### src/rtl/gpio_pad_pkg.sv
`timescale 1ns/1ps
package gpio_pad_pkg;
  localparam int unsigned REG_W = 16;
  localparam int unsigned BIT_ALT   = 0;
  localparam int unsigned BIT_OUT   = 8;
  localparam int unsigned BIT_OE    = 9;
  localparam int unsigned BIT_IN    = 10;
  localparam int unsigned BIT_IE    = 11;
  localparam int unsigned BIT_PU    = 12;
  localparam int unsigned BIT_PD    = 13;
  localparam int unsigned BIT_SPARE = 14;
  localparam int unsigned BIT_FAST  = 15;
  // bits that make a pad software-controllable
  localparam logic [REG_W-1:0] CTRL_BITS = 16'h0F01;

  function automatic logic [REG_W-1:0] swap_hi(input logic [REG_W-1:0] v, input logic en);
    swap_hi = en ? {v[BIT_SPARE], v[BIT_FAST], v[13:0]} : v;
  endfunction
endpackage

### src/rtl/gpio_addr_dec.sv
`timescale 1ns/1ps
module gpio_addr_dec #(
  parameter int NUM_PINS = 8,
  parameter int ADDR_W   = 8,
  parameter int BASE_OFS = 'h2C
) (
  input  logic [ADDR_W-1:0]   addr_i,
  output logic [NUM_PINS-1:0] sel_o
);
  localparam int WORD_W = ADDR_W - 2;

  logic [ADDR_W-1:0] rel;
  logic [WORD_W-1:0] word;
  logic              hit;

  always_comb begin
    rel  = addr_i - ADDR_W'(BASE_OFS);
    word = rel[ADDR_W-1:2];
    hit  = (addr_i >= ADDR_W'(BASE_OFS)) && (rel[1:0] == 2'b00) &&
           ({1'b0, word} < (WORD_W+1)'(NUM_PINS));
  end

  for (genvar i = 0; i < NUM_PINS; i++) begin : g_sel
    assign sel_o[i] = hit && (word == WORD_W'(i));
  end
endmodule

### src/rtl/gpio_pad_reg.sv
`timescale 1ns/1ps
module gpio_pad_reg
  import gpio_pad_pkg::*;
#(
  parameter logic [REG_W-1:0] MASK    = 16'hCF01,
  parameter logic [REG_W-1:0] RST_VAL = 16'h0001
) (
  input  logic             clk_i,
  input  logic             rst_ni,
  input  logic             wr_i,
  input  logic [REG_W-1:0] wdata_i,
  input  logic             pad_in_i,
  input  logic             periph_out_i,
  input  logic             periph_oe_i,
  output logic [REG_W-1:0] cfg_o,
  output logic [REG_W-1:0] status_o,
  output logic             pad_out_o,
  output logic             pad_oe_o,
  output logic             pad_pu_o,
  output logic             pad_pd_o,
  output logic             pad_fast_o,
  output logic             periph_in_o
);
  localparam logic [REG_W-1:0] STORE_MASK = MASK & ~(REG_W'(1) << BIT_IN);
  localparam bit               FIXED      = ((MASK & CTRL_BITS) == '0);
  localparam bit               HAS_IN     = MASK[BIT_IN];

  logic [REG_W-1:0] cfg_q;
  logic [1:0]       sync_q;
  logic             pad_sync;
  logic             use_periph;
  logic             in_bit;

  always_ff @(posedge clk_i or negedge rst_ni) begin
    if (!rst_ni)   cfg_q <= RST_VAL & STORE_MASK;
    else if (wr_i) cfg_q <= wdata_i & STORE_MASK;
  end

  always_ff @(posedge clk_i or negedge rst_ni) begin
    if (!rst_ni) sync_q <= 2'b00;
    else         sync_q <= {sync_q[0], pad_in_i};
  end
  assign pad_sync = sync_q[1];

  assign use_periph = FIXED || cfg_q[BIT_ALT];

  always_comb begin
    if (cfg_q[BIT_ALT])     in_bit = pad_sync;
    else if (!cfg_q[BIT_IE]) in_bit = 1'b0;
    else if (cfg_q[BIT_OE]) in_bit = cfg_q[BIT_OUT]; // loopback
    else                    in_bit = pad_sync;
  end

  always_comb begin
    status_o         = cfg_q;
    status_o[BIT_IN] = in_bit & HAS_IN;
  end

  assign cfg_o       = cfg_q;
  assign pad_out_o   = use_periph ? periph_out_i : cfg_q[BIT_OUT];
  assign pad_oe_o    = use_periph ? periph_oe_i  : cfg_q[BIT_OE];
  assign pad_pu_o    = cfg_q[BIT_PU];
  assign pad_pd_o    = cfg_q[BIT_PD];
  assign pad_fast_o  = cfg_q[BIT_FAST];
  assign periph_in_o = pad_sync;
endmodule

### src/rtl/gpio_rd_mux.sv
`timescale 1ns/1ps
module gpio_rd_mux
  import gpio_pad_pkg::*;
#(
  parameter int NUM_PINS = 8
) (
  input  logic [NUM_PINS-1:0]       sel_i,
  input  logic [NUM_PINS*REG_W-1:0] data_i,
  output logic [REG_W-1:0]          rdata_o
);
  always_comb begin
    rdata_o = '0;
    for (int i = 0; i < NUM_PINS; i++) begin
      rdata_o |= data_i[i*REG_W +: REG_W] & {REG_W{sel_i[i]}};
    end
  end
endmodule

### src/rtl/gpio_pad_bank.sv
`timescale 1ns/1ps
module gpio_pad_bank
  import gpio_pad_pkg::*;
#(
  parameter int NUM_PINS = 8,
  parameter int ADDR_W   = 8,
  parameter int BASE_OFS = 'h2C,
  parameter logic [NUM_PINS*16-1:0] MASKS = {
    16'hCF01, 16'hFF01, 16'hCF01, 16'hFF01,
    16'hFF01, 16'hCF01, 16'hCF01, 16'hC000},
  parameter logic [NUM_PINS*16-1:0] RST_VALS = {
    16'h0001, 16'h8000, 16'h0000, 16'hC300,
    16'hC001, 16'h8001, 16'h0001, 16'h8000}
) (
  input  logic                clk_i,
  input  logic                rst_ni,
  input  logic                variant_i,
  input  logic [ADDR_W-1:0]   addr_i,
  input  logic                we_i,
  input  logic [15:0]         wdata_i,
  output logic [15:0]         rdata_o,
  input  logic [NUM_PINS-1:0] pad_in_i,
  output logic [NUM_PINS-1:0] pad_out_o,
  output logic [NUM_PINS-1:0] pad_oe_o,
  output logic [NUM_PINS-1:0] pad_pu_o,
  output logic [NUM_PINS-1:0] pad_pd_o,
  output logic [NUM_PINS-1:0] pad_fast_o,
  input  logic [NUM_PINS-1:0] periph_out_i,
  input  logic [NUM_PINS-1:0] periph_oe_i,
  output logic [NUM_PINS-1:0] periph_in_o
);
  localparam int BANK_W = NUM_PINS * REG_W;

  logic [NUM_PINS-1:0] sel;
  logic [REG_W-1:0]    wdata_canon;
  logic [REG_W-1:0]    rdata_canon;
  logic [BANK_W-1:0]   cfg_all;
  logic [BANK_W-1:0]   status_all;

  assign wdata_canon = swap_hi(wdata_i, variant_i);

  gpio_addr_dec #(
    .NUM_PINS(NUM_PINS), .ADDR_W(ADDR_W), .BASE_OFS(BASE_OFS)
  ) u_dec (
    .addr_i(addr_i),
    .sel_o (sel)
  );

  for (genvar i = 0; i < NUM_PINS; i++) begin : g_pin
    gpio_pad_reg #(
      .MASK   (MASKS[i*REG_W +: REG_W]),
      .RST_VAL(RST_VALS[i*REG_W +: REG_W])
    ) u_reg (
      .clk_i       (clk_i),
      .rst_ni      (rst_ni),
      .wr_i        (we_i && sel[i]),
      .wdata_i     (wdata_canon),
      .pad_in_i    (pad_in_i[i]),
      .periph_out_i(periph_out_i[i]),
      .periph_oe_i (periph_oe_i[i]),
      .cfg_o       (cfg_all[i*REG_W +: REG_W]),
      .status_o    (status_all[i*REG_W +: REG_W]),
      .pad_out_o   (pad_out_o[i]),
      .pad_oe_o    (pad_oe_o[i]),
      .pad_pu_o    (pad_pu_o[i]),
      .pad_pd_o    (pad_pd_o[i]),
      .pad_fast_o  (pad_fast_o[i]),
      .periph_in_o (periph_in_o[i])
    );
  end

  gpio_rd_mux #(.NUM_PINS(NUM_PINS)) u_rd (
    .sel_i  (sel),
    .data_i (status_all),
    .rdata_o(rdata_canon)
  );

  assign rdata_o = swap_hi(rdata_canon, variant_i);
endmodule

### config.mk
export PLATFORM = sky130hd
export DESIGN_NAME = gpio_pad_bank
export DESIGN_NICKNAME = d
export VERILOG_FILES = /design/src/rtl/gpio_pad_pkg.sv /design/src/rtl/gpio_addr_dec.sv /design/src/rtl/gpio_pad_reg.sv /design/src/rtl/gpio_rd_mux.sv /design/src/rtl/gpio_pad_bank.sv
export SDC_FILE = /design/constraint.sdc
export NUM_CORES = 1
export LEC_CHECK = 0
export ABC_AREA = 1
export CAP_MARGIN = 40
export CELL_PAD_IN_SITES_DETAIL_PLACEMENT = 1
export CELL_PAD_IN_SITES_GLOBAL_PLACEMENT = 2
export CORE_MARGIN = 1
export CORE_UTILIZATION = 36
export CTS_BUF_LIST = sky130_fd_sc_hd__clkbuf_2 sky130_fd_sc_hd__clkbuf_4 sky130_fd_sc_hd__clkbuf_8
export CTS_CLUSTER_DIAMETER = 120
export DETAILED_ROUTE_END_ITERATION = 6
export DONT_BUFFER_PORTS = 1
export PLACE_DENSITY = 0.8
export SLEW_MARGIN = 10
export SYNTH_ARGS = -nofsm -noshare
export SYNTH_HDL_FRONTEND = slang
export SYNTH_HIERARCHICAL = 1
export SYNTH_SLANG_ARGS = --single-unit
### constraint.sdc
create_clock -name clk_i -period 2.4 [get_ports clk_i]
set_clock_uncertainty 0.2 [all_clocks]
set_input_delay 0.48 -clock clk_i [delete_from_list [all_inputs] [get_ports clk_i]]
set_output_delay 0.48 -clock clk_i [all_outputs]
set_load 0.01 [all_outputs]
# Word-level counts from Yosys, hierarchy flattened
# Cells that the tools add are included.
# totals
register_bits	66
in_bits	52
# op_classes
n_eq_ne	7
n_lt_le_gt_ge	2
n_reduce_logical	20
bitwise_logic	15
n_mux	37
add_sub_neg	1
# ops
operator	count
bitwise AND 16 bit	8
OR 16 bit	7
2-to-1 mux 1 bit	35
2-to-1 mux 16 bit	2
== test 6 x 3 -> 1 bit, second input constant	4
logical AND 1 bit	18
== test 6 x 2 -> 1 bit, second input constant	2
greater-or-equal comparator 8 x 6 -> 1 bit, second input constant	1
subtractor 8 x 6 -> 8 bit, second input constant	1
== test 6 x 1 -> 1 bit, second input constant	1
logical NOT 6 bit	1
less-than comparator 6 x 4 -> 1 bit, second input constant	1
logical NOT 2 bit	1

# Longest topological paths before layout
# Gate-level depths: netlist of the first run.
# logic_depth
ltp_word	14
ltp_mapped	14
depth_no_buf	12

# Modules after synthesis
# The synthesis of the first run kept the hierarchy.
# modules_own_cells
mod	area_per_inst_um2	n_inst	cells_per_inst	seq_area_each_um2
gpio_rd_mux	1139.8	1	256	0.0
gpio_pad_reg at g_pin[1].u_reg ...	554.3	2	68	201.4
gpio_pad_reg at g_pin[4].u_reg	613.1	1	73	255.2
gpio_pad_reg at g_pin[3].u_reg	611.8	1	73	254.0
gpio_pad_reg at g_pin[6].u_reg	609.3	1	73	251.5
gpio_pad_reg at g_pin[2].u_reg	555.5	1	68	202.7
gpio_pad_reg at g_pin[5].u_reg	553.0	1	68	200.2
gpio_pad_reg at g_pin[0].u_reg	394.1	1	47	101.3
gpio_addr_dec	172.7	1	35	0.0
gpio_pad_bank	113.9	1	30	0.0

# Worst setup path after synthesis of the first run
# Ideal clock, no wire load.
# synth_timing
path_type	in2out
startpoint	input port addr_i[4]
endpoint	output port rdata_o[15]
arrival_time_ps	1622
path_slack_ps	98
path_stages	13
path_cell_list	inv_1 > nand4_1 > nand2_2 > nand3_1 > nor2_1 > buf_6 > buf_6 > nand2_2 > nand2_1 > nor2_1 > nand2_1 > nand2_1 > nand2_1
# synth_via
elab_cells_between_ends	37
cone_classes	add/sub: 1; order compare: 2; eq/ne: 7; mux: 1; bitwise: 15; reduce/logical: 11
# synth_lines
item	line	text
start, declared	gpio_pad_bank.sv:18	input logic [ADDR_W-1:0] addr_i,
subtractor 8 x 6 -> 8 bit / greater-or-equal comparator 8 x 6 -> 1 bit (equally long branches)	gpio_addr_dec.sv:17, gpio_addr_dec.sv:19	
less-than comparator 6 x 4 -> 1 bit / logical AND 1 bit (equally long branches)	gpio_addr_dec.sv:20, gpio_addr_dec.sv:19	
logical AND 1 bit	gpio_addr_dec.sv:19	hit = (addr_i >= ADDR_W'(BASE_OFS)) && (rel[1:0] == 2'b00) &&
logical AND 1 bit *	gpio_addr_dec.sv:24	assign sel_o[i] = hit && (word == WORD_W'(i));
named net sel[6]	gpio_pad_bank.sv:34	logic [NUM_PINS-1:0] sel;
bitwise AND 16 bit *	gpio_rd_mux.sv:14	rdata_o |= data_i[i*REG_W +: REG_W] & {REG_W{sel_i[i]}};
OR 16 bit * (2 in a row)	gpio_rd_mux.sv:14	
named net rdata_canon[14]	gpio_pad_bank.sv:36	logic [REG_W-1:0] rdata_canon;
2-to-1 mux 16 bit *	gpio_pad_pkg.sv:17	swap_hi = en ? {v[BIT_SPARE], v[BIT_FAST], v[13:0]} : v;
end, declared	gpio_pad_bank.sv:21	output logic [15:0] rdata_o,
# The timed path passes the listed nets; every way through them passes the cells marked *.

# Final worst setup path of the first run
# layout_timing
startpoint	input port addr_i[4]
endpoint	output port rdata_o[14]
# layout_via
elab_cells_between_ends	37
cone_classes	add/sub: 1; order compare: 2; eq/ne: 7; mux: 1; bitwise: 15; reduce/logical: 11
# layout_lines
item	line
subtractor 8 x 6 -> 8 bit / greater-or-equal comparator 8 x 6 -> 1 bit (equally long branches)	gpio_addr_dec.sv:17, gpio_addr_dec.sv:19
less-than comparator 6 x 4 -> 1 bit / logical AND 1 bit (equally long branches)	gpio_addr_dec.sv:20, gpio_addr_dec.sv:19
logical AND 1 bit	gpio_addr_dec.sv:19
logical AND 1 bit *	gpio_addr_dec.sv:24
named net sel[3]	gpio_pad_bank.sv:34
bitwise AND 16 bit *	gpio_rd_mux.sv:14
OR 16 bit * (5 in a row)	gpio_rd_mux.sv:14
named net rdata_canon[14]	gpio_pad_bank.sv:36
2-to-1 mux 16 bit *	gpio_pad_pkg.sv:17
# Marked as above.

==> results of run 1 <==
-- cell type report --
cell class,count,area (sq um)
clock buffers,10,138
clock inverters,6,42.5
fillers,1786,8310
inverters,68,259
multi-input cells,542,2570
flip-flops and latches,66,1670
well taps,180,225
repair buffers,64,722
-- power groups by stage --
| stage | clock network, W | logic, W | registers [W] |
|---|---|---|---|
| global route | 0.000947 | 0.000275 | 0.00126 |
| CTS | 0.000902 | 0.000207 | 0.00125 |
| detailed placement | 0 | 0.000160 | 0.00127 |
| global placement | 0 | 0.000153 | 0.00126 |
| finish | 0.000873 | 0.000239 | 0.00125 |
| floorplan | 0 | 0.000303 | 0.00125 |
-- per-stage QoR --
stage | hold slack [ps] | power, W | setup TNS [ps] | utilization (%) | worst slack [ps]
after detailed placement | -13.9 | 0.00143 | -629 | 32.8 | -122
after floorplan | -15.6 | 0.00155 | 0 | - | 98.5
after CTS | 1.79 | 0.00235 | -8.36 | 35.5 | -8.36
after global placement | -13.9 | 0.00142 | -416 | 32.8 | -86.9
after global routing | 18.6 | 0.00248 | -409 | 40.4 | -74.3
final | 23.3 | 0.00236 | 0 | 40.4 | 13.0
-- flip-flops by register name (all words and copies together) (netlist names) --
register            count
g_pin.u_reg/sync_q     16
g_pin.u_reg/cfg_o      50
-- worst paths after layout --
kind                                                         to  slack (ps)  cells past startpoint
setup / recovery                                    rdata_o[14]          10                     13
hold / removal              g_pin[2].u_reg/cfg_o[0]$_DFFE_PN1P_          20                      2
setup reg to reg           g_pin[3].u_reg/cfg_o[15]$_DFFE_PN1P_        1270                      2
hold reg to reg              g_pin[5].u_reg/sync_q[1]$_DFF_PN0_         150                      0
max in group asynchronous   g_pin[4].u_reg/cfg_o[9]$_DFFE_PN1P_        1150                      2
min in group asynchronous   g_pin[6].u_reg/cfg_o[8]$_DFFE_PN0P_         470                      2
-- cells in the final DEF, fill, tap and decap left out --
cell,n
sky130_fd_sc_hd__a21oi_1,3
sky130_fd_sc_hd__buf_12,8
sky130_fd_sc_hd__buf_16,1
sky130_fd_sc_hd__buf_4,34
sky130_fd_sc_hd__buf_6,7
sky130_fd_sc_hd__clkbuf_16,4
sky130_fd_sc_hd__clkbuf_8,10
sky130_fd_sc_hd__clkinv_2,2
sky130_fd_sc_hd__clkinv_4,2
sky130_fd_sc_hd__clkinvlp_4,3
sky130_fd_sc_hd__conb_1,81
sky130_fd_sc_hd__dfrtp_1,53
sky130_fd_sc_hd__dfstp_2,13
sky130_fd_sc_hd__dlygate4sd3_1,10
sky130_fd_sc_hd__inv_1,62
sky130_fd_sc_hd__inv_2,5
sky130_fd_sc_hd__nand2_1,260
sky130_fd_sc_hd__nand2_2,56
sky130_fd_sc_hd__nand2_4,15
sky130_fd_sc_hd__nand3_1,2
sky130_fd_sc_hd__nand3_4,4
sky130_fd_sc_hd__nand4_1,2
sky130_fd_sc_hd__nor2_1,34
sky130_fd_sc_hd__nor2_2,12
sky130_fd_sc_hd__nor2_4,12
sky130_fd_sc_hd__nor3_1,4
sky130_fd_sc_hd__nor3_4,1
sky130_fd_sc_hd__nor3b_4,1
sky130_fd_sc_hd__o21ai_0,39
sky130_fd_sc_hd__o21ai_1,16
-- layer usage --
metal / global-route usage [%] / vias to the layer above / wire [microns]
met5: 0 / - / 0
met4: 4.09 / 0 / 100
met3: 5.06 / 10 / 737
met2: 31.4 / 89 / 7000
met1: 22.5 / 1954 / 6080
li1: - / 2036 / -
-- repair_timing --
item / in CTS / in global routing
hold buffers: 11 / 0
resized for setup: 4 / 104
gates cloned: 0 / 4
pin swaps: 4 / 42
buffers inserted: 8 / 25
endpoints found under the setup margin: 7 / 9
endpoints found under the hold margin: 76 / 0
==> out/qor.log, run 1 <==
[run_status] run status finished, final reports clean
[setup_path] CP Buf/Inv Count 2
[cts] worst skew pair latency 360 ps
[power] net switching fraction of the power 29.8%
[power] maximum VDD drop 0.228 mV
[job] max capacitance violation total 0
[cts] H-tree depth 3
[grt] number of global-route vias before repair 3,980
[sta] number of slew-limit violations in the final report 0
[hold_path] launch instance of the worst min-delay path wdata_i[0]
[setup_path] crit path max-delay cell type sky130_fd_sc_hd__nor2_4
[synthesis] Ys Warns 6
[place] final RePlAce weighted congestion 0.800
[cts] TritonCTS Sinks 66
[sta] final period utilization 99.5%
[synthesis] Avg Synthesized Cell Area 6.76 sq um
[cells_and_area] antenna fix cells 0
[setup_path] Setup crit start addr_i[4]
[cells_and_area] share of post-route cells with drive strength above 1 25.1%
[detailed_routing] average wire per standard cell 14.9 microns
[power] clock group share of total power 37.0%
[hold_path] Hold WC Path Type in -> reg
[sta] Final Setup Violations 0
[power] power per unit of standard cell area 419 nW/um^2
[setup_path] gate family responsible for the most delay along the worst path simple AND/OR/NAND/NOR gates
[synthesis] post-synthesis instance area 5180 sq um
[setup_path] Worst Path Arrival 1710 ps
[power] sequential share of power 52.9%
[grt] total grt overflow 0
[die] DIE AREA 14,900 sq um
[die] number of rows created at floorplan 43
[detailed_routing] DRC errors left 0
[grt] number of antenna violations at the first check in global routing 0
[die] die height 122 microns
[detailed_routing] mean number of vias per cell 4.37
[power] standby leakage power 3.08 nW
[cts] deepest clock path buffer count 2
[place] number of cells after detailed placement 872
[detailed_routing] total via count in the routed design 4,089
[detailed_routing] DRC violation total after the first TritonRoute iteration 132
[place] placed wire-length estimate 9470 microns
[grt] total routing usage reported by global routing 18.2%
[cells_and_area] area growth from synthesis to final layout 8.65%
[die] boundary pin count 116
[cells_and_area] count of placed standard cells in the final layout, fillers left out 936
[cells_and_area] post-route cell area 5630 sq um
[grt] first-pass GRT wire length 20,400 microns
[setup_path] biggest cell delay along the critical path 140 ps
[setup_path] biggest fanout along the worst timing path 5
[power] share of power burned in combinational logic 10.1%
[cts] clock tree root driver cell sky130_fd_sc_hd__clkbuf_8
[detailed_routing] Pre-Repair DR Iteration Count 4
[setup_path] kind of launch point of the worst setup path input pin
[die] total core area 13,900 sq um
[power] net switching power of the design 0.000703 W
[setup_path] Worst Setup End Kind output port
[cts] cts bufs inserted 9
[sta] Period minus WS final 2390 ps
[sta] RSZ-0062 raised after global routing true
[detailed_routing] post-detailed-routing wire length 13,900 microns
[setup_path] worst path cell trace clkinvlp_4 > nand2_4 > nand3_4 > nand2_4 > nand3_4 > nor2_4 > buf_12 > nand2_2 > nand2_2 > nor2_2 > nand2_2 > nand2_2 > nand2_2
[synthesis] Gate Count Post-Synth 767
[cts] CTS tree yes
[cells_and_area] Total Nets Final 803
[die] effective utilization at floorplan 37.2%
[setup_path] critical path class in -> out
[setup_path] Required @ worst endpoint 1720 ps
[grt] maximum number of pins on one net before global-route repair 67
[setup_path] library cell appearing most often on the critical path sky130_fd_sc_hd__nand2_2
[place] placement-stage cell area 4570 sq um
[place] number of I/O port buffers 0
[detailed_routing] Antenna Violating Nets Remaining 0
[cts] Worst-path clk slew 70 ps
[die] chip width 122 microns
[sta] final hold viol count 0
[sta] upper clock frequency limit 419 MHz
[setup_path] reg-to-reg critical path startpoint g_pin[3].u_reg/cfg_o[15]$_DFFE_PN1P_
[power] internal power summed over all cells 0.00166 W
(Power assumes the default switching activity.)
==> run 2, diff against run 1 <==
--- a/config.mk
+++ b/config.mk
@@ -5,17 +5,16 @@
 export SDC_FILE = /design/constraint.sdc
 export NUM_CORES = 1
 export LEC_CHECK = 0
-export ABC_AREA = 1
 export CAP_MARGIN = 40
 export CELL_PAD_IN_SITES_DETAIL_PLACEMENT = 1
 export CELL_PAD_IN_SITES_GLOBAL_PLACEMENT = 2
 export CORE_MARGIN = 1
-export CORE_UTILIZATION = 36
+export CORE_UTILIZATION = 30
 export CTS_BUF_LIST = sky130_fd_sc_hd__clkbuf_2 sky130_fd_sc_hd__clkbuf_4 sky130_fd_sc_hd__clkbuf_8
 export CTS_CLUSTER_DIAMETER = 120
 export DETAILED_ROUTE_END_ITERATION = 6
 export DONT_BUFFER_PORTS = 1
-export PLACE_DENSITY = 0.8
+export PLACE_DENSITY = 0.61
 export SLEW_MARGIN = 10
 export SYNTH_ARGS = -nofsm -noshare
 export SYNTH_HDL_FRONTEND = slang
==> run 2 against run 1 <==
  * The flow now finishes with violations (setup timing)
  * Sequential cell count stayed put
  * Global-route usage is 4.2 points lower
  * Via count is 32% lower
  * Register-to-register slack better by 70 ps
  * Largest cell class unchanged
  * Final area is 13% lower
  * Combinational power is 15% lower
  * First-iteration DRC count is 43% lower
  * Sequential power hardly changed
  * Power is 3.0% higher
  * Synthesized cell count is 41% lower
  * Critical path depth is 7 lower
==> out/qor.log, run 2 <==
[cells_and_area] combined flip-flop and latch cell area 1670 sq um [unchanged]
[cells_and_area] most common cell after layout, fill and taps aside sky130_fd_sc_hd__conb_1 [was sky130_fd_sc_hd__nand2_1]
[sta] Final Setup Violations 9 [was 0]
[detailed_routing] mean number of vias per cell 4.37 [about the same]
[detailed_routing] average wire per standard cell 17.1 microns [was 14.9 microns]
[setup_path] Setup crit start addr_i[0] [was addr_i[4]]
[power] internal power summed over all cells 0.00179 W [was 0.00166 W]
[power] standby leakage power 2.12 nW [was 3.08 nW]
[cts] deepest clock path buffer count 2 [unchanged]
[grt] first-pass GRT wire length 17,300 microns [was 20,400 microns]
[cells_and_area] share of post-route cells with drive strength above 1 33.6% [was 25.1%]
[cts] clock tree root driver cell sky130_fd_sc_hd__clkbuf_8 [unchanged]
[die] die height 129 microns [was 122 microns]
[sta] Worst Slack Setup Final -160 ps [was 13.0 ps]
[power] share of power burned in combinational logic 8.3% [was 10.1%]
[cts] Worst-path clk slew 90 ps [was 70 ps]
[place] minimum setup slack after placement -240 ps [was -122 ps]
[cells_and_area] number of filler instances in the final layout 1,770 [was 1,786]
[setup_path] biggest fanout along the worst timing path 5 [unchanged]
[hold_path] Hold WC Path Type in -> reg [unchanged]
[cells_and_area] area growth from synthesis to final layout 0.438% [was 8.65%]
[cts] TritonCTS Sinks 66 [unchanged]
[place] final RePlAce weighted congestion 0.769 [was 0.800]
[sta] final period utilization 107% [was 99.5%]
[place] number of cells after detailed placement 611 [was 872]
[die] total core area 15,800 sq um [was 13,900 sq um]
[cells_and_area] most frequent cells in the layout 81 x sky130_fd_sc_hd__conb_1, 57 x sky130_fd_sc_hd__a22oi_1, 53 x sky130_fd_sc_hd__dfrtp_1, 50 x sky130_fd_sc_hd__mux2_4, 27 x sky130_fd_sc_hd__buf_4 [was 260 x sky130_fd_sc_hd__nand2_1, 81 x sky130_fd_sc_hd__conb_1, 62 x sky130_fd_sc_hd__inv_1, 56 x sky130_fd_sc_hd__nand2_2, 53 x sky130_fd_sc_hd__dfrtp_1]
[detailed_routing] Antenna Violating Nets Remaining 0 [unchanged]
[detailed_routing] post-detailed-routing wire length 10,900 microns [was 13,900 microns]
[setup_path] biggest cell delay along the critical path 570 ps [was 140 ps]
[grt] number of antenna violations at the first check in global routing 0 [unchanged]
[sta] RSZ-0062 raised after global routing true [unchanged]
[power] power per unit of standard cell area 498 nW/um^2 [was 419 nW/um^2]
[synthesis] Avg Synthesized Cell Area 10.8 sq um [was 6.76 sq um]
[setup_path] crit path max-delay cell type sky130_fd_sc_hd__or4_4 [was sky130_fd_sc_hd__nor2_4]
[die] chip width 129 microns [was 122 microns]
[grt] total routing usage reported by global routing 14.0% [was 18.2%]
[job] max capacitance violation total 0 [unchanged]
[sta] final hold viol count 0 [unchanged]
[grt] number of global-route vias before repair 2,924 [was 3,980]
[grt] total grt overflow 0 [unchanged]
[setup_path] kind of launch point of the worst setup path input pin [unchanged]
[run_status] failing checks setup timing
[run_status] run status complete, but fails checks [was finished, final reports clean]
[die] number of rows created at floorplan 46 [was 43]
[cts] worst skew pair latency 350 ps [was 360 ps]
[power] sequential share of power 51.0% [was 52.9%]
[synthesis] Ys Warns 6 [unchanged]
[power] net switching power of the design 0.000635 W [was 0.000703 W]
[detailed_routing] total via count in the routed design 2,790 [was 4,089]
[cells_and_area] antenna fix cells 0 [unchanged]
[sta] upper clock frequency limit 391 MHz [was 419 MHz]
[place] placed wire-length estimate 8400 microns [was 9470 microns]
[power] clock group share of total power 40.7% [was 37.0%]
[hold_path] launch instance of the worst min-delay path wdata_i[0] [unchanged]
[cells_and_area] area used by multi-input combinational logic 2230 sq um [was 2570 sq um]
[grt] maximum number of pins on one net before global-route repair 67 [unchanged]
[synthesis] Gate Count Post-Synth 450 [was 767]
[setup_path] Required @ worst endpoint 1720 ps [about the same]
[cells_and_area] count of placed standard cells in the final layout, fillers left out 639 [was 936]
[power] net switching fraction of the power 26.1% [was 29.8%]
[setup_path] Worst Setup End Kind output port [unchanged]
[power] total power consumption of the routed design 0.00243 W [was 0.00236 W]
[cts] cts bufs inserted 9 [unchanged]
[place] number of I/O port buffers 0 [unchanged]
[setup_path] reg-to-reg critical path startpoint g_pin[1].u_reg/cfg_o[15]$_DFFE_PN0P_ [was g_pin[3].u_reg/cfg_o[15]$_DFFE_PN1P_]
[cts] H-tree depth 3 [unchanged]
[cells_and_area] Total Nets Final 470 [was 803]
[sta] number of slew-limit violations in the final report 0 [unchanged]
[detailed_routing] Pre-Repair DR Iteration Count 4 [unchanged]
[setup_path] Worst Path Arrival 1880 ps [was 1710 ps]
[setup_path] worst path cell trace or4_4 > nor4_4 > buf_6 > a22oi_2 > nand4_1 > mux2_4 [was clkinvlp_4 > nand2_4 > nand3_4 > nand2_4 > nand3_4 > nor2_4 > buf_12 > nand2_2 > nand2_2 > nor2_2 > nand2_2 > nand2_2 > nand2_2]
[sta] Period minus WS final 2560 ps [was 2390 ps]
[cells_and_area] number of flip-flops under the largest register name 50 [unchanged]
[detailed_routing] DRC violation total after the first TritonRoute iteration 75 [was 132]
[sta] Post-Route Hold Slack 67.6 ps [was 23.3 ps]
[cts] CTS tree yes [unchanged]
[die] DIE AREA 16,700 sq um [was 14,900 sq um]
[setup_path] critical path class in -> out [unchanged]
[detailed_routing] DRC errors left 0 [unchanged]
[synthesis] post-synthesis instance area 4850 sq um [was 5180 sq um]
[die] effective utilization at floorplan 30.7% [was 37.2%]
[power] maximum VDD drop 0.223 mV [was 0.228 mV]
[die] boundary pin count 116 [unchanged]
[run 2: final cells by class]
cell class | count | share of cell area, %
Timing Repair Buffer | 47 | 10.1
Clock inverter | 6 | 1.46
Multi-Input combinational cell | 294 | 45.8
Clock buffer | 10 | 2.82
Sequential cell | 66 | 34.2
Tap cell | 216 | 5.54
[run 2: metal layers]
metal | track usage (%) | up-vias | share of wire [%]
met3 | 4.09 | 9 | 5.2
met1 | 17.8 | 1412 | 45
met4 | 3.32 | 0 | 0.96
li1 | - | 1299 | -
met2 | 23.3 | 70 | 49
met5 | 0 | - | 0
[run 2: timing repair]
item                                   CTS  global route
pin swaps                                4             1
setup buffers                            3             0
setup endpoints to repair                9             9
endpoints found under the hold margin   74             0
hold buffers                            10             0
resized for setup                       19             1
[run 2: worst max-delay path: cells and delay by family]
kind / cells / cell delay [ps]
AOI/OAI and AO/OA: 1 / 70
buffers and inverters: 1 / 170
muxes: 1 / 190
and+or+nand+nor: 3 / 970
[run 2: path summary, 6_finish.rpt]
| kind | slack (ps) | end | cells after the start |
|---|---|---|---|
| max | -160 | rdata_o[14] | 6 |
| min | 70 | g_pin[4].u_reg/cfg_o[0]$_DFFE_PN0P_ | 1 |
| max reg2reg | 1340 | g_pin[1].u_reg/cfg_o[15]$_DFFE_PN0P_ | 1 |
| min reg2reg | 150 | g_pin[2].u_reg/sync_q[1]$_DFF_PN0_ | 0 |
| max in group asynchronous | 1160 | g_pin[2].u_reg/cfg_o[0]$_DFFE_PN1P_ | 2 |
| min in group asynchronous | 500 | g_pin[7].u_reg/sync_q[0]$_DFF_PN0_ | 2 |
[run 2: power by group through the flow]
stage | Clock (W) | Combinational, W | Sequential [W]
floorplan | 0 | 0.000298 | 0.00124
global placement | 0 | 0.000151 | 0.00126
detailed placement | 0 | 0.000154 | 0.00126
CTS | 0.00102 | 0.000201 | 0.00124
global route | 0.00107 | 0.000227 | 0.00125
finish | 0.000988 | 0.000202 | 0.00124
[run 2: per-stage QoR]
step | cell area [sq um] | setup TNS (ps) | utilization [%]
final | 4880 | -1090 | 30.8
after global routing | 4880 | -1660 | 30.8
after CTS | 4870 | -1250 | 30.8
after detailed placement | 4440 | -4340 | 28.1
after global placement | 4440 | -3610 | 28.1
after floorplan | 5140 | -342 | -
==> run 3, diff against run 2 <==
--- a/config.mk
+++ b/config.mk
@@ -6,15 +6,14 @@
 export NUM_CORES = 1
 export LEC_CHECK = 0
 export CAP_MARGIN = 40
-export CELL_PAD_IN_SITES_DETAIL_PLACEMENT = 1
-export CELL_PAD_IN_SITES_GLOBAL_PLACEMENT = 2
 export CORE_MARGIN = 1
 export CORE_UTILIZATION = 30
 export CTS_BUF_LIST = sky130_fd_sc_hd__clkbuf_2 sky130_fd_sc_hd__clkbuf_4 sky130_fd_sc_hd__clkbuf_8
 export CTS_CLUSTER_DIAMETER = 120
 export DETAILED_ROUTE_END_ITERATION = 6
 export DONT_BUFFER_PORTS = 1
-export PLACE_DENSITY = 0.61
+export GPL_ROUTABILITY_DRIVEN = 0
+export PLACE_DENSITY = 0.42
 export SLEW_MARGIN = 10
 export SYNTH_ARGS = -nofsm -noshare
 export SYNTH_HDL_FRONTEND = slang
==> run 3 against run 2 <==
  * The run still ends with setup timing left
  * Combinational power decreased by 2%
  * Largest power group unchanged
  * Register-to-register slack about the same
  * Final area increased by 0.77%
==> out/qor.log, run 3 (synthesized netlist as in run 2, its figures left out) <==
[die] chip width 129 microns [unchanged]
[cells_and_area] utilization of the core after routing 31.0% [was 30.8%]
[cells_and_area] number of flip-flops under the largest register name 50 [unchanged]
[grt] maximum number of pins on one net before global-route repair 67 [unchanged]
[detailed_routing] mean number of vias per cell 4.30 [was 4.37]
[cells_and_area] Total Nets Final 484 [was 470]
[sta] Final Setup Violations 9 [unchanged]
[place] number of I/O port buffers 0 [unchanged]
[hold_path] Hold WC Path Type in -> reg [unchanged]
[cells_and_area] most frequent cells in the layout 81 x sky130_fd_sc_hd__conb_1, 59 x sky130_fd_sc_hd__a22oi_1, 53 x sky130_fd_sc_hd__dfrtp_1, 50 x sky130_fd_sc_hd__mux2_4, 42 x sky130_fd_sc_hd__buf_4 [was 81 x sky130_fd_sc_hd__conb_1, 57 x sky130_fd_sc_hd__a22oi_1, 53 x sky130_fd_sc_hd__dfrtp_1, 50 x sky130_fd_sc_hd__mux2_4, 27 x sky130_fd_sc_hd__buf_4]
[run_status] failing checks setup timing [unchanged]
[cts] clock tree root driver cell sky130_fd_sc_hd__clkbuf_8 [unchanged]
[grt] number of global-route vias before repair 2,919 [was 2,924]
[hold_path] WHS Endpoint g_pin[7].u_reg/cfg_o[9]$_DFFE_PN0P_ [was g_pin[4].u_reg/cfg_o[0]$_DFFE_PN0P_]
[setup_path] Required @ worst endpoint 1720 ps [about the same]
[setup_path] gate family responsible for the most delay along the worst path simple AND/OR/NAND/NOR gates [unchanged]
[sta] Period minus WS final 2530 ps [was 2560 ps]
[cells_and_area] post-route cell area 4910 sq um [was 4880 sq um]
[job] max capacitance violation total 0 [unchanged]
[sta] final hold viol count 0 [unchanged]
[grt] total routing usage reported by global routing 13.7% [was 14.0%]
[detailed_routing] Pre-Repair DR Iteration Count 6 [was 4]
[cts] H-tree depth 3 [unchanged]
[place] minimum setup slack after placement -186 ps [was -240 ps]
[detailed_routing] total via count in the routed design 2,810 [was 2,790]
[sta] Worst Slack Setup Final -134 ps [was -160 ps]
[die] boundary pin count 116 [unchanged]
[hold_path] launch instance of the worst min-delay path wdata_i[9] [was wdata_i[0]]
[cts] deepest clock path buffer count 2 [unchanged]
[die] number of rows created at floorplan 46 [unchanged]
[setup_path] critical path class in -> out [unchanged]
[die] total core area 15,800 sq um [unchanged]
[power] maximum VDD drop 0.231 mV [was 0.223 mV]
[setup_path] biggest cell delay along the critical path 560 ps [was 570 ps]
[sta] RSZ-0062 raised after global routing true [unchanged]
[grt] first-pass GRT wire length 16,700 microns [was 17,300 microns]
[setup_path] CP Buf/Inv Count 1 [unchanged]
[setup_path] Worst Path Arrival 1850 ps [was 1880 ps]
[setup_path] slack of the worst reg-to-reg path 1330 ps [was 1340 ps]
[sta] Post-Route Hold Slack 57.6 ps [was 67.6 ps]
[setup_path] reg-to-reg critical path startpoint g_pin[6].u_reg/cfg_o[0]$_DFFE_PN0P_ [was g_pin[1].u_reg/cfg_o[15]$_DFFE_PN0P_]
[die] effective utilization at floorplan 30.7% [unchanged]
[place] number of cells after detailed placement 622 [was 611]
[sta] number of slew-limit violations in the final report 0 [unchanged]
[sta] final period utilization 106% [was 107%]
[sta] upper clock frequency limit 395 MHz [was 391 MHz]
[cts] worst skew pair latency 350 ps [about the same]
[cells_and_area] area growth from synthesis to final layout 1.21% [was 0.438%]
[setup_path] Reg2Reg Capture Point g_pin[6].u_reg/cfg_o[0]$_DFFE_PN0P_ [was g_pin[1].u_reg/cfg_o[15]$_DFFE_PN0P_]
[cts] cts bufs inserted 9 [unchanged]
[die] die height 129 microns [unchanged]
[hold_path] Hold Path Stages 1 [unchanged]
[setup_path] worst path cell trace or4_4 > nor4_4 > buf_6 > a22oi_2 > nand4_1 > mux2_4 [unchanged]
[cts] TritonCTS Sinks 66 [unchanged]
[power] power per unit of standard cell area 494 nW/um^2 [was 498 nW/um^2]
[detailed_routing] post-detailed-routing wire length 11,000 microns [was 10,900 microns]
[setup_path] crit path max-delay cell type sky130_fd_sc_hd__or4_4 [unchanged]
[setup_path] Worst Setup End Kind output port [unchanged]
[grt] total grt overflow 0 [unchanged]
[die] DIE AREA 16,700 sq um [unchanged]
[cells_and_area] most common cell after layout, fill and taps aside sky130_fd_sc_hd__conb_1 [unchanged]
[detailed_routing] Antenna Violating Nets Remaining 0 [unchanged]
[detailed_routing] DRC errors left 0 [unchanged]
[power] standby leakage power 2.17 nW [was 2.12 nW]
[detailed_routing] DRC violation total after the first TritonRoute iteration 113 [was 75]
[cts] Worst-path clk slew 80 ps [was 90 ps]
[cells_and_area] share of post-route cells with drive strength above 1 34.6% [was 33.6%]
[cts] CTS tree yes [unchanged]
[place] placement-stage cell area 4500 sq um [was 4440 sq um]
[setup_path] kind of launch point of the worst setup path input pin [unchanged]
[run_status] run status complete, but fails checks [unchanged]
[grt] number of antenna violations at the first check in global routing 1 [was 0]
[setup_path] cell depth of the worst flop-to-flop path 1 [unchanged]
[cells_and_area] antenna fix cells 0 [unchanged]
[detailed_routing] average wire per standard cell 16.9 microns [was 17.1 microns]
[setup_path] biggest fanout along the worst timing path 6 [was 5]
[cells_and_area] count of placed standard cells in the final layout, fillers left out 653 [was 639]
[place] placed wire-length estimate 8300 microns [was 8400 microns]
-- run 3: cell types whose count changed in the layout (fill, tap and decap cells not counted), moves of 2 or more --
cell,before,now
sky130_fd_sc_hd__a22oi_1,57,59
sky130_fd_sc_hd__a22oi_2,7,5
sky130_fd_sc_hd__nor2_4,3,1
sky130_fd_sc_hd__clkbuf_4,0,2
sky130_fd_sc_hd__buf_12,7,4
sky130_fd_sc_hd__buf_4,27,42
sky130_fd_sc_hd__inv_6,3,0
sky130_fd_sc_hd__nor2_1,1,4
-- run 3: layout make-up --
| type | count | area [sq um] |
|---|---|---|
| Fill cell | 1612 | 10900 |
| Sequential cell | 66 | 1670 |
| Timing Repair Buffer | 61 | 569 |
| Clock inverter | 4 | 52.6 |
| Clock buffer | 12 | 153 |
| Tap cell | 216 | 270 |
| Multi-Input combinational cell | 294 | 2200 |
-- run 3: power breakdown --
part	switching (W)	internal (W)
Clock	0.000455	0.000532
Sequential	0.0000646	0.00118
Combinational	0.0000993	0.0000990
Total	0.000619	0.00181
-- run 3: worst max path at each step --
stage | startpoint | endpoint | slack (ps) | depth (start not counted)
final | addr_i[3] | rdata_o[15] | -130 | 6
after global routing | addr_i[3] | rdata_o[14] | -190 | 6
after CTS | addr_i[3] | rdata_o[15] | -160 | 6
after detailed placement | addr_i[3] | rdata_o[15] | -190 | 6
after global placement | addr_i[3] | rdata_o[15] | -180 | 6
after floorplan | addr_i[3] | rdata_o[15] | -150 | 7
-- run 3: per-layer routing --
metal | GRT usage (%) | part of all wire [%] | vias up
met5 | 0 | 0.15 | -
met4 | 4.91 | 1.7 | 2
met3 | 4.58 | 6.1 | 17
met2 | 23.0 | 49 | 74
met1 | 16.3 | 43 | 1387
li1 | - | - | 1330
-- run 3: repair_timing --
item	4_1_cts	5_1_grt
hold buffers	10	0
buffers inserted	4	0
gates resized for setup	10	3
pin swaps	1	1
hold endpoints to repair	74	0
setup endpoints to repair	9	9
cloned	0	1
-- run 3: stage by stage --
step | total power, W | setup TNS [ps]
after detailed placement | 0.00142 | -2970
after floorplan | 0.00154 | -342
after CTS | 0.00247 | -1040
after global placement | 0.00141 | -2640
after global routing | 0.00255 | -1380
final | 0.00242 | -870
